===== src/rtl/nbp_pkg.sv =====
package nbp_pkg;
  typedef enum logic {
    REQ_DEMAND   = 1'b0,
    REQ_PREFETCH = 1'b1
  } req_kind_e;
endpackage


===== src/rtl/nbp_tagstore.sv =====
module nbp_tagstore #(
  parameter int ADDR_W = 10,
  parameter int IDX_W  = 3
) (
  input  logic              clk,
  input  logic              rst_n,
  input  logic [ADDR_W-1:0] look_a_addr,
  input  logic [ADDR_W-1:0] look_b_addr,
  output logic              look_a_hit,
  output logic              look_a_pf,
  output logic              look_b_hit,
  input  logic              pf_clr_en,
  input  logic              wr_en,
  input  logic [ADDR_W-1:0] wr_addr,
  input  logic              wr_pf
);
  localparam int LINES = 1 << IDX_W;
  localparam int TAG_W = ADDR_W - IDX_W;

  logic [LINES-1:0] v_all;
  logic [LINES-1:0] pf_all;
  logic [TAG_W-1:0] tag_all [LINES];

  for (genvar i = 0; i < LINES; i++) begin : g_line
    logic             line_v;
    logic             line_pf;
    logic [TAG_W-1:0] line_tag;
    logic             sel_wr;
    logic             sel_clr;
    logic             v_d;
    logic             pf_d;
    logic             pf_en;

    always_comb begin
      sel_wr  = wr_en && (wr_addr[IDX_W-1:0] == IDX_W'(i));
      sel_clr = pf_clr_en && (look_a_addr[IDX_W-1:0] == IDX_W'(i));
      v_d     = line_v | sel_wr;
      pf_en   = sel_wr | sel_clr;
      pf_d    = sel_wr ? wr_pf : 1'b0;
    end

    always_ff @(posedge clk or negedge rst_n) begin
      if (!rst_n) line_v <= 1'b0;
      else        line_v <= v_d;
    end

    always_ff @(posedge clk) begin
      if (sel_wr) line_tag <= wr_addr[ADDR_W-1:IDX_W];
    end

    always_ff @(posedge clk) begin
      if (pf_en) line_pf <= pf_d;
    end

    assign v_all[i]   = line_v;
    assign pf_all[i]  = line_pf;
    assign tag_all[i] = line_tag;
  end

  logic [IDX_W-1:0] idx_a, idx_b;
  always_comb begin
    idx_a      = look_a_addr[IDX_W-1:0];
    idx_b      = look_b_addr[IDX_W-1:0];
    look_a_hit = v_all[idx_a] && (tag_all[idx_a] == look_a_addr[ADDR_W-1:IDX_W]);
    look_a_pf  = pf_all[idx_a];
    look_b_hit = v_all[idx_b] && (tag_all[idx_b] == look_b_addr[ADDR_W-1:IDX_W]);
  end
endmodule


===== src/rtl/nbp_trigger.sv =====
module nbp_trigger #(
  parameter int ADDR_W = 10
) (
  input  logic              mode_tagged,
  input  logic              cpu_req,
  input  logic [ADDR_W-1:0] cpu_addr,
  input  logic              look_a_hit,
  input  logic              look_a_pf,
  input  logic              look_b_hit,
  input  logic              dmd_v,
  input  logic [ADDR_W-1:0] dmd_addr,
  input  logic              pf_v,
  input  logic [ADDR_W-1:0] pf_addr,
  input  logic              out_v,
  input  logic [ADDR_W-1:0] out_addr,
  output logic [ADDR_W-1:0] next_addr,
  output logic              cpu_hit,
  output logic              cpu_miss,
  output logic              dmd_set,
  output logic              pf_set,
  output logic              pf_clr
);
  logic busy_a, busy_b, first_use, fire;

  always_comb begin
    next_addr = cpu_addr + ADDR_W'(1);
    busy_a    = (out_v && out_addr == cpu_addr) ||
                (dmd_v && dmd_addr == cpu_addr) ||
                (pf_v  && pf_addr  == cpu_addr);
    busy_b    = (out_v && out_addr == next_addr) ||
                (dmd_v && dmd_addr == next_addr) ||
                (pf_v  && pf_addr  == next_addr);
    cpu_hit   = cpu_req && look_a_hit;
    cpu_miss  = cpu_req && !look_a_hit;
    first_use = cpu_hit && look_a_pf;
    pf_clr    = first_use;
    dmd_set   = cpu_miss && !busy_a;
    fire      = dmd_set || (mode_tagged && first_use);
    pf_set    = fire && !look_b_hit && !busy_b;
  end
endmodule


===== src/rtl/nbp_reqq.sv =====
module nbp_reqq
  import nbp_pkg::*;
#(
  parameter int ADDR_W = 10
) (
  input  logic              clk,
  input  logic              rst_n,
  input  logic              dmd_set,
  input  logic [ADDR_W-1:0] dmd_set_addr,
  input  logic              pf_set,
  input  logic [ADDR_W-1:0] pf_set_addr,
  input  logic              fill_valid,
  output logic              dmd_v,
  output logic [ADDR_W-1:0] dmd_addr,
  output logic              pf_v,
  output logic [ADDR_W-1:0] pf_addr,
  output logic              out_v,
  output logic [ADDR_W-1:0] out_addr,
  output logic              mem_req_valid,
  output logic [ADDR_W-1:0] mem_req_addr,
  output logic              mem_req_pf,
  output logic              fill_we,
  output logic [ADDR_W-1:0] fill_addr,
  output logic              fill_pf
);
  req_kind_e out_kind;
  req_kind_e issue_kind;
  logic      issue;
  logic      dmd_v_d, pf_v_d, out_v_d;

  always_comb begin
    issue      = !out_v && (dmd_v || pf_v);
    issue_kind = dmd_v ? REQ_DEMAND : REQ_PREFETCH;
    dmd_v_d    = dmd_set ? 1'b1 : ((issue && dmd_v) ? 1'b0 : dmd_v);
    pf_v_d     = pf_set  ? 1'b1 : ((issue && !dmd_v) ? 1'b0 : pf_v);
    out_v_d    = out_v ? !fill_valid : issue;
    mem_req_valid = issue;
    mem_req_addr  = dmd_v ? dmd_addr : pf_addr;
    mem_req_pf    = (issue_kind == REQ_PREFETCH);
    fill_we       = out_v && fill_valid;
    fill_addr     = out_addr;
    fill_pf       = (out_kind == REQ_PREFETCH);
  end

  always_ff @(posedge clk or negedge rst_n) begin
    if (!rst_n) begin
      dmd_v <= 1'b0;
      pf_v  <= 1'b0;
      out_v <= 1'b0;
    end else begin
      dmd_v <= dmd_v_d;
      pf_v  <= pf_v_d;
      out_v <= out_v_d;
    end
  end

  always_ff @(posedge clk) begin
    if (dmd_set) dmd_addr <= dmd_set_addr;
  end

  always_ff @(posedge clk) begin
    if (pf_set) pf_addr <= pf_set_addr;
  end

  always_ff @(posedge clk) begin
    if (issue) begin
      out_addr <= mem_req_addr;
      out_kind <= issue_kind;
    end
  end
endmodule


===== src/rtl/nbp_seqpf.sv =====
module nbp_seqpf #(
  parameter int ADDR_W = 10,
  parameter int IDX_W  = 3
) (
  input  logic              clk,
  input  logic              rst_n,
  input  logic              mode_tagged,
  input  logic              cpu_req,
  input  logic [ADDR_W-1:0] cpu_addr,
  output logic              cpu_hit,
  output logic              cpu_miss,
  output logic              mem_req_valid,
  output logic [ADDR_W-1:0] mem_req_addr,
  output logic              mem_req_pf,
  input  logic              fill_valid
);
  logic [1:0] rst_sync_q;
  logic       rst_int_n;

  always_ff @(posedge clk or negedge rst_n) begin
    if (!rst_n) rst_sync_q <= 2'b00;
    else        rst_sync_q <= {rst_sync_q[0], 1'b1};
  end
  assign rst_int_n = rst_sync_q[1];

  logic              look_a_hit, look_a_pf, look_b_hit;
  logic [ADDR_W-1:0] next_addr;
  logic              dmd_v, pf_v, out_v;
  logic [ADDR_W-1:0] dmd_addr, pf_addr, out_addr;
  logic              dmd_set, pf_set, pf_clr;
  logic              fill_we, fill_pf;
  logic [ADDR_W-1:0] fill_addr;

  nbp_tagstore #(.ADDR_W(ADDR_W), .IDX_W(IDX_W)) u_store (
    .clk         (clk),
    .rst_n       (rst_int_n),
    .look_a_addr (cpu_addr),
    .look_b_addr (next_addr),
    .look_a_hit  (look_a_hit),
    .look_a_pf   (look_a_pf),
    .look_b_hit  (look_b_hit),
    .pf_clr_en   (pf_clr),
    .wr_en       (fill_we),
    .wr_addr     (fill_addr),
    .wr_pf       (fill_pf)
  );

  nbp_trigger #(.ADDR_W(ADDR_W)) u_trig (
    .mode_tagged (mode_tagged),
    .cpu_req     (cpu_req),
    .cpu_addr    (cpu_addr),
    .look_a_hit  (look_a_hit),
    .look_a_pf   (look_a_pf),
    .look_b_hit  (look_b_hit),
    .dmd_v       (dmd_v),
    .dmd_addr    (dmd_addr),
    .pf_v        (pf_v),
    .pf_addr     (pf_addr),
    .out_v       (out_v),
    .out_addr    (out_addr),
    .next_addr   (next_addr),
    .cpu_hit     (cpu_hit),
    .cpu_miss    (cpu_miss),
    .dmd_set     (dmd_set),
    .pf_set      (pf_set),
    .pf_clr      (pf_clr)
  );

  nbp_reqq #(.ADDR_W(ADDR_W)) u_q (
    .clk           (clk),
    .rst_n         (rst_int_n),
    .dmd_set       (dmd_set),
    .dmd_set_addr  (cpu_addr),
    .pf_set        (pf_set),
    .pf_set_addr   (next_addr),
    .fill_valid    (fill_valid),
    .dmd_v         (dmd_v),
    .dmd_addr      (dmd_addr),
    .pf_v          (pf_v),
    .pf_addr       (pf_addr),
    .out_v         (out_v),
    .out_addr      (out_addr),
    .mem_req_valid (mem_req_valid),
    .mem_req_addr  (mem_req_addr),
    .mem_req_pf    (mem_req_pf),
    .fill_we       (fill_we),
    .fill_addr     (fill_addr),
    .fill_pf       (fill_pf)
  );
endmodule


===== config.mk =====
export PLATFORM = sky130hd
export DESIGN_NAME = nbp_seqpf
export DESIGN_NICKNAME = d
export VERILOG_FILES = /design/src/rtl/nbp_pkg.sv /design/src/rtl/nbp_tagstore.sv /design/src/rtl/nbp_trigger.sv /design/src/rtl/nbp_reqq.sv /design/src/rtl/nbp_seqpf.sv
export SDC_FILE = /design/constraint.sdc
export NUM_CORES = 1
export LEC_CHECK = 0
export ABC_AREA = 1
export CAP_MARGIN = 20
export CORE_ASPECT_RATIO = 1.1
export CORE_UTILIZATION = 57
export CTS_CLUSTER_SIZE = 25
export DETAILED_ROUTE_END_ITERATION = 8
export HOLD_SLACK_MARGIN = 0.08
export MAX_ROUTING_LAYER = met4
export PLACE_DENSITY = 0.86
export SLEW_MARGIN = 0
export SYNTH_ARGS = -nofsm -noshare
export SYNTH_HDL_FRONTEND = slang
export SYNTH_HIERARCHICAL = 1
export SYNTH_SLANG_ARGS = --single-unit

===== constraint.sdc =====
create_clock -name clk -period 2 [get_ports clk]
set_input_delay 0.3 -clock clk [delete_from_list [all_inputs] [get_ports clk]]
set_output_delay 0.3 -clock clk [all_outputs]
set_load 0.02 [all_outputs]

==> out/qor.yml, run 1 <==
swShare_pct: 34.56
grt_first_pass_wirelength_mm: 33.06
firstDrtPassIters: 5
ioPinCount: 29
synth_cell_type_count: 37
intPower_uw: 4707
grtUsageMet2_pct: 61.99
power_density_mw_per_mm2: 821.6
leakage_uw: 0.004393
crit_path_start_kind: "flop"
rr_endpoint: "u_q/pf_addr[0]"
p_clk_share_pct: 24.4
cts_made_buffers: 9
synthTopCellsByArea: "edfxtp_1 (42%), nand2_1 (21%), inv_1 (7.4%), nand3_1 (5.9%), dfrtp_1 (4.8%)"
nNetsFinal: 1076
yosysTopAreaCellShare_pct: 41.83
syn_area_sq_mm: 0.006819
vias_per_cell: 5.649
die_w_um: 106.3
seqPwrFrac_pct: 43.4
cap_viol_max_count: 0
reg2regPathDepth: 18
drive_gt1_share_pct: 23.40
slew_headroom_pct: 66.12
grt_max_degree: 25
vias: 6858
violations: "setup timing"
hold_viol: 0
hp-class: "primary input to async pin"
crit_required_ps: 2070
postPlaceCellArea_sq_mm: 0.008105
drc_errors: 0
use_met1_pct: 42.85
area_delta_synth_final_pct: 28.39
row_count: 41
worst-setup-path-type: "flop to flop"
grt-busiest-layer: "met2"
final.setup.worst_slack_ps: -388.9
drtIter0Drc: 712
synth_top_area_cell: "edfxtp_1"
setup_violations: 32
fin_crit_sh_pct: 119.4
critPathBufInv: 2
syn-mean-instance-area_sq_um: 7.428
cts-root-buf: "clkbuf_16"
start_util_pct: 59.08
end_kind: "flop"
final_cell_mix: "nand2_1 (358), inv_1 (127), buf_4 (117), edfxtp_1 (95), nand3_1 (71)"
rsz0062_at_grt: "true"
die_area_sq_mm: 0.01241
power.total_uw: 7193
final_common_cell: "nand2_1"
fin_cells: 1214
combPwrFrac_pct: 32.2
antenna_left: 0
grt_pass1_vias: 6480
ys_seq_elements: 108
io_buffers: 28
fin_skew_ps: 8.742
gp_congestion: 0.9853
crit_arrival_ps: 2450
overflow: 0
ctsHoldBuffers: 0
post_drt_wl_per_cell_um: 17.74
slew_violations: 0
htree_levels: 3
dp.cells: 1183
clk_path_buf_depth: 2
cts_tree: "built"
wl_mm: 21.54
reg2reg_from: "u_store/g_line[4].line_tag[4]"
num_antenna_cells: 0
dp_hpwl_mm: 15.52
track_usage_pct: 37.07
coreArea_sq_mm: 0.01154
path_max_fanout: 6
clk_pin_slew_ps: 70
clock_sinks: 108
cpPeakStageDelay_ps: 390
crit_family: "simple AND/OR/NAND/NOR gates"
dieHeight_um: 116.7
final_area_sq_mm: 0.008755
worst_slew_pin_slew_ps: 508.2
period_minus_slack_ps: 2389
status: "finished with violations"
grt_antenna_before_repair: 0
critPathSlowestCell: "edfxtp_1"
syn_inst: 918
yosysWarnings: 6
switchingPower_uw: 2486
crit_top_cell: "nand2_1"
use_met3_pct: 4.799
crit_chain: "nand2_1 > nand2_1 > nand2_1 > nand3_1 > nand2_1 > nand2_1 > nand2_1 > nor2_1 > nand2_1 > nor2_2 > buf_4 > nor2_4 > a21boi_2 > nand2_2 > nand2_2 > nand3_4 > nor2_4 > buf_6"
clock_latency_ps: 350
synthesis.nets: 934
fmax_ghz: 0.4186
ff2ff_setup_slack_ps: -390
synth-seq-area-share_pct: 46.61
setup-tns-final_ps: -8250
ir_worst_vdd_mv: 0.6722
pre_cts_slack_ps: -1110
## power by group through the flow
stage / combinational [uW] / clock, uW / sequential [uW]
after floorplan: 1310 / 0 / 3120
after global placement: 2130 / 0 / 3140
after detailed placement: 2180 / 0 / 3160
after CTS: 2230 / 1750 / 3110
after global routing: 2480 / 1840 / 3150
final: 2320 / 1760 / 3120
## through the flow
step	hold slack [ps]	utilization, %
6_report	108.2	75.85
3_5_place_dp	204.5	70.22
3_3_place_gp	197.5	70.22
4_1_cts	105.8	75.02
2_1_floorplan	4.409	-
5_1_grt	99.79	75.85
## state kept, by name, indices dropped and copies added, names as in the netlist
register                 flops
rst_sync_q                   2
u_q/pf_addr                 10
u_q/dmd_addr                10
u_store/g_line.line_pf       8
u_store/g_line.line_v        8
u_q/pf_v                     1
u_q/dmd_v                    1
u_q/out_v                    1
u_q/fill_addr               10
u_q/fill_pf                  1
u_store/g_line.line_tag     56
## metal layers
layer	part of all wire, %	vias up	wire length [um]
met1	37	3145	7882
li1	-	3145	-
met2	48	463	10360
met4	5.3	0	1151
met3	9.9	105	2138
met5	0	-	0
## final cells by class
cell class	instances	area, sq um
flip-flops and latches	108	3179
multi-input cells	634	3085
fillers	818	2788
repair buffers	166	1481
inverters	141	540.5
clock buffers	10	229.0
well taps	150	187.7
clock inverters	5	51.30
## synthesized netlist by cell type, drive strengths merged
library cell / count
xnor2: 8
nand3: 83
nor2: 76
conb: 1
a21boi: 2
o21ai: 31
nand2: 389
ha: 1
o21bai: 3
edfxtp: 95
inv: 140
a41oi: 1
xor2: 7
clkinv: 1
clkbuf: 6
a21oi: 15
nand3b: 10
dfrtp: 13
nand4: 5
a22oi: 1
or2: 1
buf: 29
## what timing repair did
action / 4_1_cts / 5_1_grt
endpoints found under the setup margin: 44 / 32
cloned: 2 / 0
gates resized for setup: 85 / 30
buffers inserted: 11 / 8
pin swaps: 26 / 29
## logic make-up after synthesis
logic type	Yosys count	share of synthesized area [%]
AND/OR/NAND/NOR	564	35.60
buffers and inverters	176	11.25
flip-flops	108	46.61
AO/OA/AOI/OAI	53	4.275
XOR/XNOR	15	2.037
adder cells (fa/ha/maj)	1	0.1835
other	1	0.05499
## worst max path at each step
stage | cells past startpoint | endpoint | start
after global placement | 18 | u_q/pf_addr[5] | cpu_addr[1]
after CTS | 19 | u_q/pf_addr[1] | u_store/g_line[4].line_tag[4]
after global routing | 18 | u_q/pf_addr[0] | u_store/g_line[7].line_tag[5]
final | 18 | u_q/pf_addr[0] | u_store/g_line[4].line_tag[4]
after detailed placement | 19 | u_q/pf_addr[9] | cpu_addr[1]
after floorplan | 16 | u_q/pf_addr[0] | cpu_addr[0]
Power figures use the tool's default switching activity.
==> inputs of run 2 (changes only) <==
--- a/config.mk
+++ b/config.mk
@@ -14,7 +14,7 @@
 export HOLD_SLACK_MARGIN = 0.08
 export MAX_ROUTING_LAYER = met4
 export PLACE_DENSITY = 0.86
-export SLEW_MARGIN = 0
+export SLEW_MARGIN = 10
 export SYNTH_ARGS = -nofsm -noshare
 export SYNTH_HDL_FRONTEND = slang
 export SYNTH_HIERARCHICAL = 1
==> results of run 2 <==
The final DEF is identical to that of run 1; final timing and power are the same.
==> inputs of run 3 (changes only) <==
--- a/config.mk
+++ b/config.mk
@@ -7,13 +7,14 @@
 export LEC_CHECK = 0
 export ABC_AREA = 1
 export CAP_MARGIN = 20
-export CORE_ASPECT_RATIO = 1.1
+export CORE_ASPECT_RATIO = 0.8
 export CORE_UTILIZATION = 57
 export CTS_CLUSTER_SIZE = 25
 export DETAILED_ROUTE_END_ITERATION = 8
 export HOLD_SLACK_MARGIN = 0.08
 export MAX_ROUTING_LAYER = met4
 export PLACE_DENSITY = 0.86
+export RECOVER_POWER = 100
 export SLEW_MARGIN = 10
 export SYNTH_ARGS = -nofsm -noshare
 export SYNTH_HDL_FRONTEND = slang
==> constraint.sdc (replaced) <==
create_clock -name clk -period 2.9 [get_ports clk]
set_input_delay 0.435 -clock clk [delete_from_list [all_inputs] [get_ports clk]]
set_output_delay 0.435 -clock clk [all_outputs]
set_load 0.02 [all_outputs]
==> out/qor.yml, run 3 (synthesis gave the netlist of run 1 again) <==
final_cell_mix: "nand2_1 (374), inv_1 (133), edfxtp_1 (95), nand3_1 (80), nor2_1 (67)"
hold_viol: 0
pre_cts_slack_ps: -308.1
firstDrtPassIters: 6
crit_required_ps: 2470
post_cts_buffers: 0
swShare_pct: 34.49
largest_reg_flops: 56
ff2ff_setup_slack_ps: 500
worst_slew_pin_slew_ps: 897.2
status: "finished clean"
final_area_sq_mm: 0.008033
grt_antenna_before_repair: 0
die_w_um: 124.3
grt_max_degree: 29
crit_path_start_kind: "flop"
vias_per_cell: 5.474
antenna_left: 0
ir_worst_vdd_mv: 0.4869
fin_crit_sh_pct: 97.34
multi_input_area_sq_mm: 0.002902
io_buffers: 28
fin_skew_ps: 10.05
intPower_uw: 3166
power_density_mw_per_mm2: 601.7
final.setup.worst_slack_ps: 77.16
vias: 6328
hp-class: "flop to async pin"
num_antenna_cells: 0
slew_violations: 0
dp_hpwl_mm: 14.65
overflow: 0
p_clk_share_pct: 26.3
fmax_ghz: 0.3543
final_common_cell: "nand2_1"
period_minus_slack_ps: 2823
leakage_uw: 0.003965
worst-setup-path-type: "flop to primary output"
track_usage_pct: 33.97
clk_pin_slew_ps: 70
cts-root-buf: "clkbuf_16"
reg2regPathDepth: 15
ctsHoldBuffers: 0
seqPwrFrac_pct: 46.8
postPlaceCellArea_sq_mm: 0.007737
post_drt_wl_per_cell_um: 16.91
row_count: 35
reg2reg_from: "u_store/g_line[6].line_tag[2]"
grt_pass1_vias: 5828
start_util_pct: 58.76
path_max_fanout: 14
combPwrFrac_pct: 27.0
fill_cells: 946
gp_congestion: 1.009
wl_mm: 19.55
die_area_sq_mm: 0.01241
cap_viol_max_count: 0
clock_latency_ps: 350
htree_levels: 3
area_delta_synth_final_pct: 17.80
drc_errors: 0
cts_tree: "built"
crit_arrival_ps: 2390
largest_register: "u_store/g_line.line_tag"
ioPinCount: 29
clock_sinks: 108
drtIter0Drc: 689
cts_made_buffers: 9
clk_path_buf_depth: 2
nNetsFinal: 1019
register_area_sq_mm: 0.003178
drive_gt1_share_pct: 12.90
slew_headroom_pct: 40.19
rr_endpoint: "u_store/g_line[1].line_pf"
switchingPower_uw: 1667
setup_violations: 0
end_kind: "primary output"
coreArea_sq_mm: 0.01160
grt_first_pass_wirelength_mm: 31.04
dieHeight_um: 99.83
-- run 3: cell types whose count changed in the layout (fill, tap and decap cells not counted), sizes merged, moves of 2 or more --
| cell | before | now |
|---|---|---|
| dlygate4sd3 | 0 | 10 |
| buf | 141 | 71 |
| clkdlybuf4s50 | 9 | 15 |
| dlygate4sd2 | 14 | 0 |
| clkbuf | 10 | 24 |
| clkinv | 4 | 2 |
-- run 3: layer usage --
metal  share of wire (%)  wire length, um  track usage (%)
met1                  44             8565            48.03
met2                  43             8313            49.09
met3                  12             2347            8.369
met4                 1.7              323            8.526
met5                   0                0                -
-- run 3: critical path, stage by stage, from the launching register on --
cell and delay (ps):
dfrtp_1 690, inv_1 450, nand2_1 150, nand2_1 80, dlygate4sd3_1 660
-- run 3: final cells by class --
type,count,area share [%]
repair buffers,109,11.60
inverters,141,6.636
clock buffers,11,3.022
multi-input cells,634,36.12
flip-flops and latches,108,39.56
clock inverters,5,0.7477
well taps,148,2.305
-- run 3: how the worst max path moves through the flow --
stage | start | endpoint | depth (start not counted)
floorplan | cpu_addr[0] | u_q/pf_addr[0] | 16
global placement | cpu_addr[1] | u_q/pf_addr[0] | 17
detailed placement | cpu_addr[1] | u_q/pf_addr[1] | 17
CTS | cpu_addr[1] | cpu_hit | 15
global route | cpu_addr[1] | cpu_hit | 14
finish | u_q/dmd_v | mem_req_addr[9] | 4
-- run 3: repair_timing --
action,4_1_cts,5_1_grt
setup endpoints to repair,2,21
resized for setup,4,19
pin swaps,0,3
-- run 3: power by group through the flow --
stage | registers (uW) | clock network, uW | logic (uW)
finish | 2260 | 1270 | 1300
CTS | 2250 | 1290 | 1290
detailed placement | 2290 | 0 | 1280
global placement | 2280 | 0 | 1250
global route | 2290 | 1340 | 1420
floorplan | 2150 | 0 | 887
-- run 3: through the flow --
step	setup TNS (ps)	hold slack, ps	util (%)	power (uW)	cells
floorplan	0	134.1	-	3041	918
global placement	-4776	221.2	66.67	3527	1140
detailed placement	-5740	234.6	66.67	3563	1140
CTS	0	230.7	69.28	4834	1156
global route	-42.35	273.9	69.22	5051	1156
finish	0	217.4	69.22	4833	1156
